File: src/rtl/pwm_quad_pkg.sv
package pwm_quad_pkg;

  localparam int unsigned PSC_W     = 14;  // divider field width
  localparam int unsigned CNT_W     = 16;  // high-time and cycle-length width
  localparam int unsigned PSC_LSB   = 2;   // divider position in control word
  localparam int unsigned DATA_W    = 32;
  localparam int unsigned STRIDE_LG = 4;   // 16-byte channel stride

  // word slots inside one channel window
  typedef enum logic [1:0] {
    SLOT_CTRL = 2'd0,
    SLOT_HIGH = 2'd1,
    SLOT_LEN  = 2'd2,
    SLOT_NONE = 2'd3
  } slot_e;

  typedef struct packed {
    logic             en;
    logic [PSC_W-1:0] psc;
    logic [CNT_W-1:0] high;
    logic [CNT_W-1:0] len;
  } chan_cfg_t;

endpackage

File: src/rtl/pwm_quad_regs.sv
module pwm_quad_regs
  import pwm_quad_pkg::*;
#(
  parameter int unsigned NUM_CH = 4,
  parameter int unsigned ADDR_W = 8
) (
  input  logic                    clk,
  input  logic                    rst_n,
  input  logic [ADDR_W-1:0]       bus_addr,
  input  logic                    bus_wr,
  input  logic [DATA_W-1:0]       bus_wdata,
  output logic [DATA_W-1:0]       bus_rdata,
  output chan_cfg_t [NUM_CH-1:0]  cfg_o,
  output logic                    master_o
);

  localparam int unsigned CH_W       = (NUM_CH > 1) ? $clog2(NUM_CH) : 1;
  localparam int unsigned UP_LSB     = STRIDE_LG + CH_W;
  localparam logic [ADDR_W-1:0] MASTER_OFF =
    ADDR_W'((NUM_CH << STRIDE_LG) - 4);

  chan_cfg_t [NUM_CH-1:0] cfg_q;
  logic                   master_q;

  logic            aligned;
  logic            upper_zero;
  logic [CH_W-1:0] ch_idx;
  slot_e           slot;
  logic            is_master;
  logic            in_chan;

  assign aligned    = (bus_addr[1:0] == 2'b00);
  assign upper_zero = (bus_addr[ADDR_W-1:UP_LSB] == '0);
  assign ch_idx     = bus_addr[STRIDE_LG +: CH_W];
  assign slot       = slot_e'(bus_addr[3:2]);
  assign is_master  = (bus_addr == MASTER_OFF);
  assign in_chan    = aligned && upper_zero && (int'(ch_idx) < int'(NUM_CH))
                      && (slot != SLOT_NONE);

  logic unused_wdata;
  assign unused_wdata = ^{bus_wdata[DATA_W-1:PSC_LSB+PSC_W], bus_wdata[1]};

  always_ff @(posedge clk or negedge rst_n) begin
    if (!rst_n) begin
      cfg_q    <= '0;
      master_q <= 1'b0;
    end else if (bus_wr) begin
      if (is_master) begin
        master_q <= bus_wdata[0];
      end else if (in_chan) begin
        for (int i = 0; i < NUM_CH; i++) begin
          if (CH_W'(i) == ch_idx) begin
            case (slot)
              SLOT_CTRL: begin
                cfg_q[i].en  <= bus_wdata[0];
                cfg_q[i].psc <= bus_wdata[PSC_LSB +: PSC_W];
              end
              SLOT_HIGH: cfg_q[i].high <= bus_wdata[CNT_W-1:0];
              SLOT_LEN:  cfg_q[i].len  <= bus_wdata[CNT_W-1:0];
              default:   ;
            endcase
          end
        end
      end
    end
  end

  always_comb begin
    bus_rdata = '0;
    if (is_master) begin
      bus_rdata[0] = master_q;
    end else if (in_chan) begin
      case (slot)
        SLOT_CTRL: begin
          bus_rdata[0]                 = cfg_q[ch_idx].en;
          bus_rdata[PSC_LSB +: PSC_W]  = cfg_q[ch_idx].psc;
        end
        SLOT_HIGH: bus_rdata[CNT_W-1:0] = cfg_q[ch_idx].high;
        SLOT_LEN:  bus_rdata[CNT_W-1:0] = cfg_q[ch_idx].len;
        default:   bus_rdata = '0;
      endcase
    end
  end

  assign cfg_o    = cfg_q;
  assign master_o = master_q;

endmodule

File: src/rtl/pwm_quad_tick.sv
module pwm_quad_tick #(
  parameter int unsigned PSC_W = 14
) (
  input  logic             clk,
  input  logic             rst_n,
  input  logic             run,
  input  logic [PSC_W-1:0] limit,
  output logic             tick_o
);

  logic [PSC_W-1:0] div_q;

  assign tick_o = run && (div_q == limit);

  always_ff @(posedge clk or negedge rst_n) begin
    if (!rst_n)      div_q <= '0;
    else if (!run)   div_q <= '0;
    else if (tick_o) div_q <= '0;
    else             div_q <= div_q + PSC_W'(1);
  end

endmodule

File: src/rtl/pwm_quad_chan.sv
module pwm_quad_chan
  import pwm_quad_pkg::*;
(
  input  logic             clk,
  input  logic             rst_n,
  input  logic             run,
  input  logic [PSC_W-1:0] psc_live,
  input  logic [CNT_W-1:0] high_live,
  input  logic [CNT_W-1:0] len_live,
  output logic             pwm_o
);

  logic             running_q;
  logic [PSC_W-1:0] psc_sh;
  logic [CNT_W-1:0] high_sh;
  logic [CNT_W-1:0] len_sh;
  logic [CNT_W-1:0] pos_q;

  logic [PSC_W-1:0] psc_eff;
  logic [CNT_W-1:0] high_eff;
  logic [CNT_W-1:0] len_eff;
  logic             tick;
  logic [CNT_W:0]   pos_next;
  logic             wrap;
  logic             reload;

  // first running cycle uses live values; afterwards the held copies
  assign psc_eff  = running_q ? psc_sh  : psc_live;
  assign high_eff = running_q ? high_sh : high_live;
  assign len_eff  = running_q ? len_sh  : len_live;

  pwm_quad_tick #(.PSC_W(PSC_W)) u_tick (
    .clk    (clk),
    .rst_n  (rst_n),
    .run    (run),
    .limit  (psc_eff),
    .tick_o (tick)
  );

  assign pos_next = {1'b0, pos_q} + (CNT_W+1)'(1);
  assign wrap     = tick && (pos_next >= {1'b0, len_eff});
  assign reload   = !run || !running_q || wrap;

  always_ff @(posedge clk or negedge rst_n) begin
    if (!rst_n) begin
      running_q <= 1'b0;
      psc_sh    <= '0;
      high_sh   <= '0;
      len_sh    <= '0;
      pos_q     <= '0;
    end else begin
      running_q <= run;
      if (reload) begin
        psc_sh  <= psc_live;
        high_sh <= high_live;
        len_sh  <= len_live;
      end
      if (!run)      pos_q <= '0;
      else if (wrap) pos_q <= '0;
      else if (tick) pos_q <= pos_next[CNT_W-1:0];
    end
  end

  assign pwm_o = run && (len_eff != '0) && (high_eff != '0) && (pos_q < high_eff);

endmodule

File: src/rtl/pwm_quad_ctrl.sv
module pwm_quad_ctrl
  import pwm_quad_pkg::*;
#(
  parameter int unsigned NUM_CH = 4,
  parameter int unsigned ADDR_W = 8
) (
  input  logic              clk,
  input  logic              rst_n,
  input  logic [ADDR_W-1:0] bus_addr,
  input  logic              bus_wr,
  input  logic [DATA_W-1:0] bus_wdata,
  output logic [DATA_W-1:0] bus_rdata,
  output logic [NUM_CH-1:0] pwm_out
);

  chan_cfg_t [NUM_CH-1:0] cfg;
  logic                   master_en;
  logic [NUM_CH-1:0]      ch_en;

  pwm_quad_regs #(.NUM_CH(NUM_CH), .ADDR_W(ADDR_W)) u_regs (
    .clk       (clk),
    .rst_n     (rst_n),
    .bus_addr  (bus_addr),
    .bus_wr    (bus_wr),
    .bus_wdata (bus_wdata),
    .bus_rdata (bus_rdata),
    .cfg_o     (cfg),
    .master_o  (master_en)
  );

  for (genvar g = 0; g < NUM_CH; g++) begin : g_chan
    assign ch_en[g] = cfg[g].en;
    pwm_quad_chan u_chan (
      .clk       (clk),
      .rst_n     (rst_n),
      .run       (master_en && cfg[g].en),
      .psc_live  (cfg[g].psc),
      .high_live (cfg[g].high),
      .len_live  (cfg[g].len),
      .pwm_o     (pwm_out[g])
    );
  end

endmodule

File: config.mk
export PLATFORM = sky130hd
export DESIGN_NAME = pwm_quad_ctrl
export DESIGN_NICKNAME = d
export VERILOG_FILES = /design/src/rtl/pwm_quad_pkg.sv /design/src/rtl/pwm_quad_regs.sv /design/src/rtl/pwm_quad_tick.sv /design/src/rtl/pwm_quad_chan.sv /design/src/rtl/pwm_quad_ctrl.sv
export SDC_FILE = /design/constraint.sdc
export NUM_CORES = 1
export LEC_CHECK = 0
export BUFFER_PORTS_ARGS = -buffer_cell sky130_fd_sc_hd__buf_2
export CAP_MARGIN = 30
export CORE_MARGIN = 5
export CORE_UTILIZATION = 23
export DETAILED_ROUTE_END_ITERATION = 8
export PLACE_DENSITY = 0.43
export SLEW_MARGIN = 20
export SYNTH_ARGS = -nofsm -noshare
export SYNTH_HDL_FRONTEND = slang
export SYNTH_SLANG_ARGS = --single-unit
File: constraint.sdc
create_clock -name clk -period 11 [get_ports clk]
set_input_delay 1.1 -clock clk [delete_from_list [all_inputs] [get_ports clk]]
set_output_delay 1.1 -clock clk [all_outputs]
set_load 0.1 [all_outputs]
==> results of run 1 <==
## Yosys cell counts, drive strengths merged, types with 25 or more instances
| master | n | area, sq um |
|---|---|---|
| a311o | 47 | 470.5 |
| o32ai | 50 | 437.9 |
| dfrtp | 497 | 12440 |
| nor3 | 40 | 205.2 |
| buf | 95 | 596.8 |
| xnor2 | 69 | 604.3 |
| a222oi | 46 | 460.4 |
| mux4 | 47 | 1059 |
| nand4 | 69 | 437.9 |
| mux2i | 226 | 2262 |
| a21oi | 120 | 600.6 |
| xor2 | 91 | 797.0 |
| mux2 | 238 | 2830 |
| clkbuf | 149 | 559.3 |
| nor4 | 41 | 275.3 |
| nand3 | 130 | 650.6 |
| nor2 | 130 | 488.0 |
| and3 | 79 | 494.2 |
| inv | 67 | 251.5 |
| o21ai | 77 | 389.1 |
| o211ai | 53 | 411.6 |
| ha | 136 | 1702 |
| o31ai | 25 | 187.7 |
| nand2 | 345 | 1295 |
## kinds of logic (layout without fill, tap and decap cells)
kind of cell	count (synthesis)	in the layout	synth area share, %
compound gates	522	522	12.21
xor+xnor	160	160	4.490
fa+ha+maj	136	136	5.452
buf+inv	313	270	4.534
flops	497	497	39.85
mux	511	511	19.71
other cells	1	30	0.01202
simple gates	894	894	13.74
## routing by layer
layer,GRT usage [%],vias to the layer above
met5,0,-
met3,2.669,93
met4,2.622,4
li1,-,11190
met1,21.97,12440
met2,22.62,663
## layout make-up
| class | instances | area (sq um) |
|---|---|---|
| diodes | 14 | 35.03 |
| well taps | 1781 | 2228 |
| multi-input cells | 2239 | 17480 |
| inverters | 69 | 259.0 |
| repair buffers | 92 | 654.4 |
| flip-flops and latches | 497 | 12440 |
| fillers | 14380 | 100000 |
| clock buffers | 83 | 1688 |
| clock inverters | 26 | 306.5 |
## state kept, by name, indices dropped and copies added, names as in the netlist
signal and cells:
u_regs.master_o 1, g_chan.u_chan.running_q 4, g_chan.u_chan.pos_q 64, g_chan.u_chan.u_tick.div_q 56, g_chan.u_chan.high_sh 64, g_chan.u_chan.len_sh 64
u_regs.cfg_o 188, g_chan.u_chan.psc_sh 56
## worst max-delay path, stage by stage, from the launching register on
cell and delay (ns):
dfrtp_2 0.51, buf_4 0.67, mux2i_1 0.47, ha_1 0.32, a21o_1 0.16, a21o_1 0.16
a21oi_1 0.18, nor2b_1 0.14, o21ai_0 0.08, a21oi_1 0.23, buf_2 0.49
## through the flow
stage,instances,util [%]
floorplan,3049,-
global placement,4674,24.42
detailed placement,4675,24.42
CTS,4784,25.90
global route,4787,25.95
finish,4801,25.97
## power by group through the flow
stage                     Clock (W)  Sequential [W]  Combinational (W)
after global routing        0.00220         0.00201           0.000626
after CTS                   0.00214         0.00200           0.000571
final                       0.00207         0.00201           0.000570
after global placement            0         0.00204           0.000564
after floorplan                   0         0.00198           0.000395
after detailed placement          0         0.00204           0.000569
## final timing paths
check | end | slack, ns | cells past startpoint
worst max register to register | g_chan[3].u_chan.pos_q[14]$_DFFE_PN0P_ | 6.36 | 14
max in group asynchronous | g_chan[1].u_chan.u_tick.div_q[8]$_DFF_PN0_ | 8.62 | 4
worst max-delay path | pwm_out[0] | 5.74 | 10
worst min register to register | g_chan[2].u_chan.psc_sh[5]$_DFFE_PN0P_ | 0.49 | 1
min in group clk | g_chan[2].u_chan.psc_sh[5]$_DFFE_PN0P_ | 0.49 | 1
worst min-delay path | g_chan[0].u_chan.u_tick.div_q[3]$_DFF_PN0_ | 0.44 | 1
==> results.sh, run 1 <==
export IMPL_first_pass_iters=8
export IMPL_cts_max_path_buffers=3
export IMPL_min_period_ns=5.259
export IMPL_regToRegStartpoint="g_chan[3].u_chan.pos_q[0]$_DFFE_PN0P_"
export IMPL_layout_setup_ws_ns=5.741
export IMPL_grt_max_degree=125
export IMPL_cp_arrival_ns=4.16
export IMPL_routed_wl_met2_mm=47.42
export IMPL_wl_met1_mm=51.80
export IMPL_postCtsSetupBuffers=0
export IMPL_first_global_vias=23610
export IMPL_min_path_type="in2async"
export IMPL_numCtsBuffers=60
export IMPL_viasPerCell=5.080
export IMPL_hold_viol_final=0
export IMPL_period_share_pct=47.81
export IMPL_setup_tns_ns=0
export IMPL_final_common_cell="dfrtp_1"
export IMPL_clk_pin_slew_ns=0.06
export IMPL_cts_sinks=497
export IMPL_drc=0
export IMPL_p_leak_nw=14.45
export IMPL_swShare_pct=29.32
export IMPL_io_buffers=46
export IMPL_htree_levels=2
export IMPL_async_flop_share_pct=100.0
export IMPL_synth_flop_cell="dfrtp_1"
export IMPL_crit_start="g_chan[0].u_chan.running_q$_DFF_PN0_"
export IMPL_grt_use_total_pct=14.80
export IMPL_yosys_warnings=0
export IMPL_finalSetupViolCount=0
export IMPL_irDropWorstVdd_mv=0.1266
export IMPL_die_h_um=378.4
export IMPL_io_pins=79
export IMPL_wl_mm=108.0
export IMPL_die_width_um=378.4
export IMPL_p_int_w=0.003280
export IMPL_top_layer="met5"
export IMPL_final_area_sq_um=35100
export IMPL_cts_hold_buf=0
export IMPL_worst_pin_slew_ns=0.9673
export IMPL_synth_area_sq_um=31210
export IMPL_ys_ff_latch=497
export IMPL_cts_tree="built"
export IMPL_max_freq_ghz=0.1902
export IMPL_ys_types=70
export IMPL_crit_path_start_kind="register"
export IMPL_outcome="complete, no violations"
export IMPL_maxSlewViolCount=0
export IMPL_whs_ns=0.4371
export IMPL_cts_resized=0
export IMPL_wl_per_cell_um=22.50
export IMPL_vias=24390
export IMPL_clock_skew_final_ns=0.03281
export IMPL_rows=135
export IMPL_syn2layout_area_growth_pct=12.46
export IMPL_clockPowerShare_pct=44.5
export IMPL_worstSetupPathType="reg2out"
export IMPL_synth_avg_cell_area_sq_um=10.29
export IMPL_initial_core_util_pct=23.10
export IMPL_seq_power_share_pct=43.2
export IMPL_dr_wl_met3_mm=7.283
export IMPL_clk_latency_ns=0.67
export IMPL_dp_hpwl_mm=74.27
export IMPL_cp_end_kind="output port"
export IMPL_combPwrFrac_pct=12.3
export IMPL_drive_gt1_share_pct=15.40
export IMPL_final_cell_mix="dfrtp_1 (493), nand2_1 (344), mux2i_1 (226)"
export IMPL_cts_root_buf="clkbuf_16"
export IMPL_critPathRequiredTime_ns=9.90
export IMPL_p_per_area_nw_per_um2=132.2
export IMPL_slew_headroom_pct=35.27
export IMPL_grt_overflow=0
export IMPL_yosysSeqAreaShare_pct=39.85
export IMPL_fp_dieArea_sq_um=143200
export IMPL_synth_edf_count=0
export IMPL_drv_cap=0
export IMPL_finalPower_w=0.004640
export IMPL_cp_max_fo=49
export IMPL_antenna_found_initial=28
export IMPL_core_area_sq_um=135100
export IMPL_grt_pass1_wl_mm=161.3
export IMPL_p_switching_w=0.001360
export IMPL_postSynthCellCount=3034
export IMPL_gp_congestion=0.8004
export IMPL_dr_first_iter_drc_count=2413
export IMPL_fin_nets=3138
export IMPL_dpl_worst_slack_ns=6.169
export IMPL_placed_cell_area_sq_um=33000
export IMPL_ant_nets=0
export IMPL_rsz0062_at_grt="false"
No activity file was read; power rests on OpenSTA's default activity.
==> run 2, diff against run 1 <==
- clock period: 11 -> 5.1 ns (I/O delays scaled with it)
==> results.sh, run 2 (same netlist as run 1, synthesis figures left out) <==
export IMPL_outcome="complete, no violations"
export IMPL_grt_overflow=0
export IMPL_r2r_end="g_chan[3].u_chan.high_sh[13]$_DFFE_PN0P_"
export IMPL_postCtsSetupBuffers=0
export IMPL_syn2layout_area_growth_pct=13.27
export IMPL_cp_common_cell="a21oi_1"
export IMPL_cts_sinks=497
export IMPL_io_buffers=46
export IMPL_numCtsBuffers=60
export IMPL_largest_reg_flops=188
export IMPL_regToRegStartpoint="g_chan[3].u_chan.pos_q[0]$_DFFE_PN0P_"
export IMPL_p_leak_nw=14.59
export IMPL_clockPowerShare_pct=44.2
export IMPL_crit_cells=9
export IMPL_final_common_cell="dfrtp_1"
export IMPL_p_switching_w=0.002932
export IMPL_reg2reg_setup_slack_ns=0.73
export IMPL_vias=24280
export IMPL_swShare_pct=29.25
export IMPL_wl_mm=108.4
export IMPL_core_area_sq_um=135100
export IMPL_endpoint="pwm_out[1]"
export IMPL_worst_pin_slew_ns=0.9505
export IMPL_finalSetupViolCount=0
export IMPL_cts_root_buf="clkbuf_16"
export IMPL_first_pass_iters=7
export IMPL_crit_start="g_chan[1].u_chan.running_q$_DFF_PN0_"
export IMPL_initial_core_util_pct=23.10
export IMPL_post_place_cells=4696
export IMPL_fp_dieArea_sq_um=143200
export IMPL_cts_tree="built"
export IMPL_critPathSlowestCell="dfrtp_2"
export IMPL_cts_max_path_buffers=3
export IMPL_hold_depth=3
export IMPL_p_per_area_nw_per_um2=283.6
export IMPL_seq_power_share_pct=43.1
export IMPL_drive_gt1_share_pct=15.81
export IMPL_top_layer="met5"
export IMPL_cp_max_fo=32
export IMPL_gp_congestion=0.8420
export IMPL_slew_headroom_pct=36.44
export IMPL_crit_family="flip-flops"
export IMPL_min_period_ns=4.436
export IMPL_setup_tns_ns=0
export IMPL_rsz0062_at_grt="false"
export IMPL_maxSlewViolCount=0
export IMPL_grt_use_total_pct=14.86
export IMPL_irDropWorstVdd_mv=0.3029
export IMPL_cp_arrival_ns=3.93
export IMPL_routed_wl_met2_mm=47.17
export IMPL_clock_skew_final_ns=0.02535
export IMPL_grt_max_degree=152
export IMPL_final_area_sq_um=35350
export IMPL_io_pins=79
export IMPL_dr_wl_met3_mm=7.320
export IMPL_antenna_found_initial=24
export IMPL_critPathRequiredTime_ns=4.59
export IMPL_combPwrFrac_pct=12.7
export IMPL_r2r_cells=14
export IMPL_cp_end_kind="output port"
export IMPL_max_freq_ghz=0.2254
export IMPL_grt_pass1_wl_mm=161.7
export IMPL_hp_start="bus_wdata[1]"
export IMPL_p_int_w=0.007092
export IMPL_period_share_pct=86.98
export IMPL_final_cell_mix="dfrtp_1 (493), nand2_1 (344), mux2i_1 (226)"
export IMPL_instances_no_fill=4819
export IMPL_cts_resized=0
export IMPL_critical_path_cell_chain="buf_4 > mux2i_1 > ha_1 > a211oi_1 > nand2b_1 > a21oi_1 > o311ai_0 > a21oi_1 > buf_2"
export IMPL_die_h_um=378.4
export IMPL_crit_buf_inv=2
export IMPL_dp_hpwl_mm=75.36
export IMPL_final_fill_count=14270
export IMPL_ant_nets=0
export IMPL_clk_pin_slew_ns=0.06
export IMPL_wl_per_cell_um=22.49
export IMPL_viasPerCell=5.039
export IMPL_die_width_um=378.4
export IMPL_cpPeakStageDelay_ns=0.93
export IMPL_dr_first_iter_drc_count=2279
export IMPL_placed_cell_area_sq_um=33300
export IMPL_htree_levels=2
export IMPL_hold_viol_final=0
export IMPL_fin_nets=3159
export IMPL_min_path_type="in2reg"
export IMPL_clk_latency_ns=0.65
export IMPL_crit_path_start_kind="register"
export IMPL_wl_met1_mm=52.34
export IMPL_drv_cap=0
export IMPL_worstSetupPathType="reg2out"
export IMPL_first_global_vias=23440
export IMPL_drc=0
export IMPL_rows=135
-- run 2: stage by stage --
step                      total power [W]  hold WS, ns  setup WS [ns]  utilization (%)
after CTS                         0.01016       0.2518         0.5440            26.11
after detailed placement         0.005657       0.4676         0.8161            24.64
after global routing              0.01042       0.2872         0.2639            26.14
after global placement           0.005646       0.4623         0.8649            24.63
final                             0.01002       0.3217         0.6639            26.16
after floorplan                  0.005111       0.2144         0.9814                -
-- run 2: power groups by stage --
stage               sequential, W  clock, W  combinational, W
global placement          0.00439         0           0.00126
CTS                       0.00432   0.00457           0.00127
global route              0.00434   0.00470           0.00139
floorplan                 0.00426         0          0.000851
finish                    0.00432   0.00443           0.00127
detailed placement        0.00439         0           0.00127
-- run 2: worst min-delay path by stage --
| stage | end | slack, ns |
|---|---|---|
| floorplan | g_chan[0].u_chan.high_sh[0]$_DFFE_PN0P_ | 0.21 |
| global placement | g_chan[0].u_chan.u_tick.div_q[2]$_DFF_PN0_ | 0.46 |
| detailed placement | g_chan[0].u_chan.u_tick.div_q[2]$_DFF_PN0_ | 0.47 |
| CTS | u_regs.cfg_o[17]$_DFFE_PN0P_ | 0.25 |
| global route | u_regs.cfg_o[17]$_DFFE_PN0P_ | 0.29 |
| finish | u_regs.cfg_o[17]$_DFFE_PN0P_ | 0.32 |
-- run 2: what timing repair did --
item | in CTS | in global routing
endpoints found under the setup margin | 0 | 0
hold buffers | 1 | 0
endpoints found under the hold margin | 40 | 0
-- run 2: final cells by class --
type	instances	area (sq um)	share of cell area [%]
clock buffers	87	1734	4.906
clock inverters	19	232.7	0.6583
diodes	14	35.03	0.09910
flip-flops and latches	497	12440	35.20
well taps	1781	2228	6.304
multi-input cells	2239	17480	49.46
inverters	69	259.0	0.7327
repair buffers	113	934.6	2.644
-- run 2: worst reg2reg max path, stage by stage, from the launching register on --
cell and delay [ns]:
dfrtp_1 0.44, ha_1 0.30, nand3_1 0.22, nor2_1 0.37, nand3_1 0.31, nor2_1 0.26, xor2_1 0.10, ha_1 0.33
nand3_1 0.08, nor3_1 0.32, nor4b_2 0.50, buf_4 0.47, a21oi_1 0.16, a222oi_1 0.24, o211ai_1 0.13
-- run 2: per-layer routing --
metal,global-route usage [%],vias up
met2,22.57,596
met5,0,-
met1,22.08,12380
li1,-,11210
met3,3.059,89
met4,2.257,6
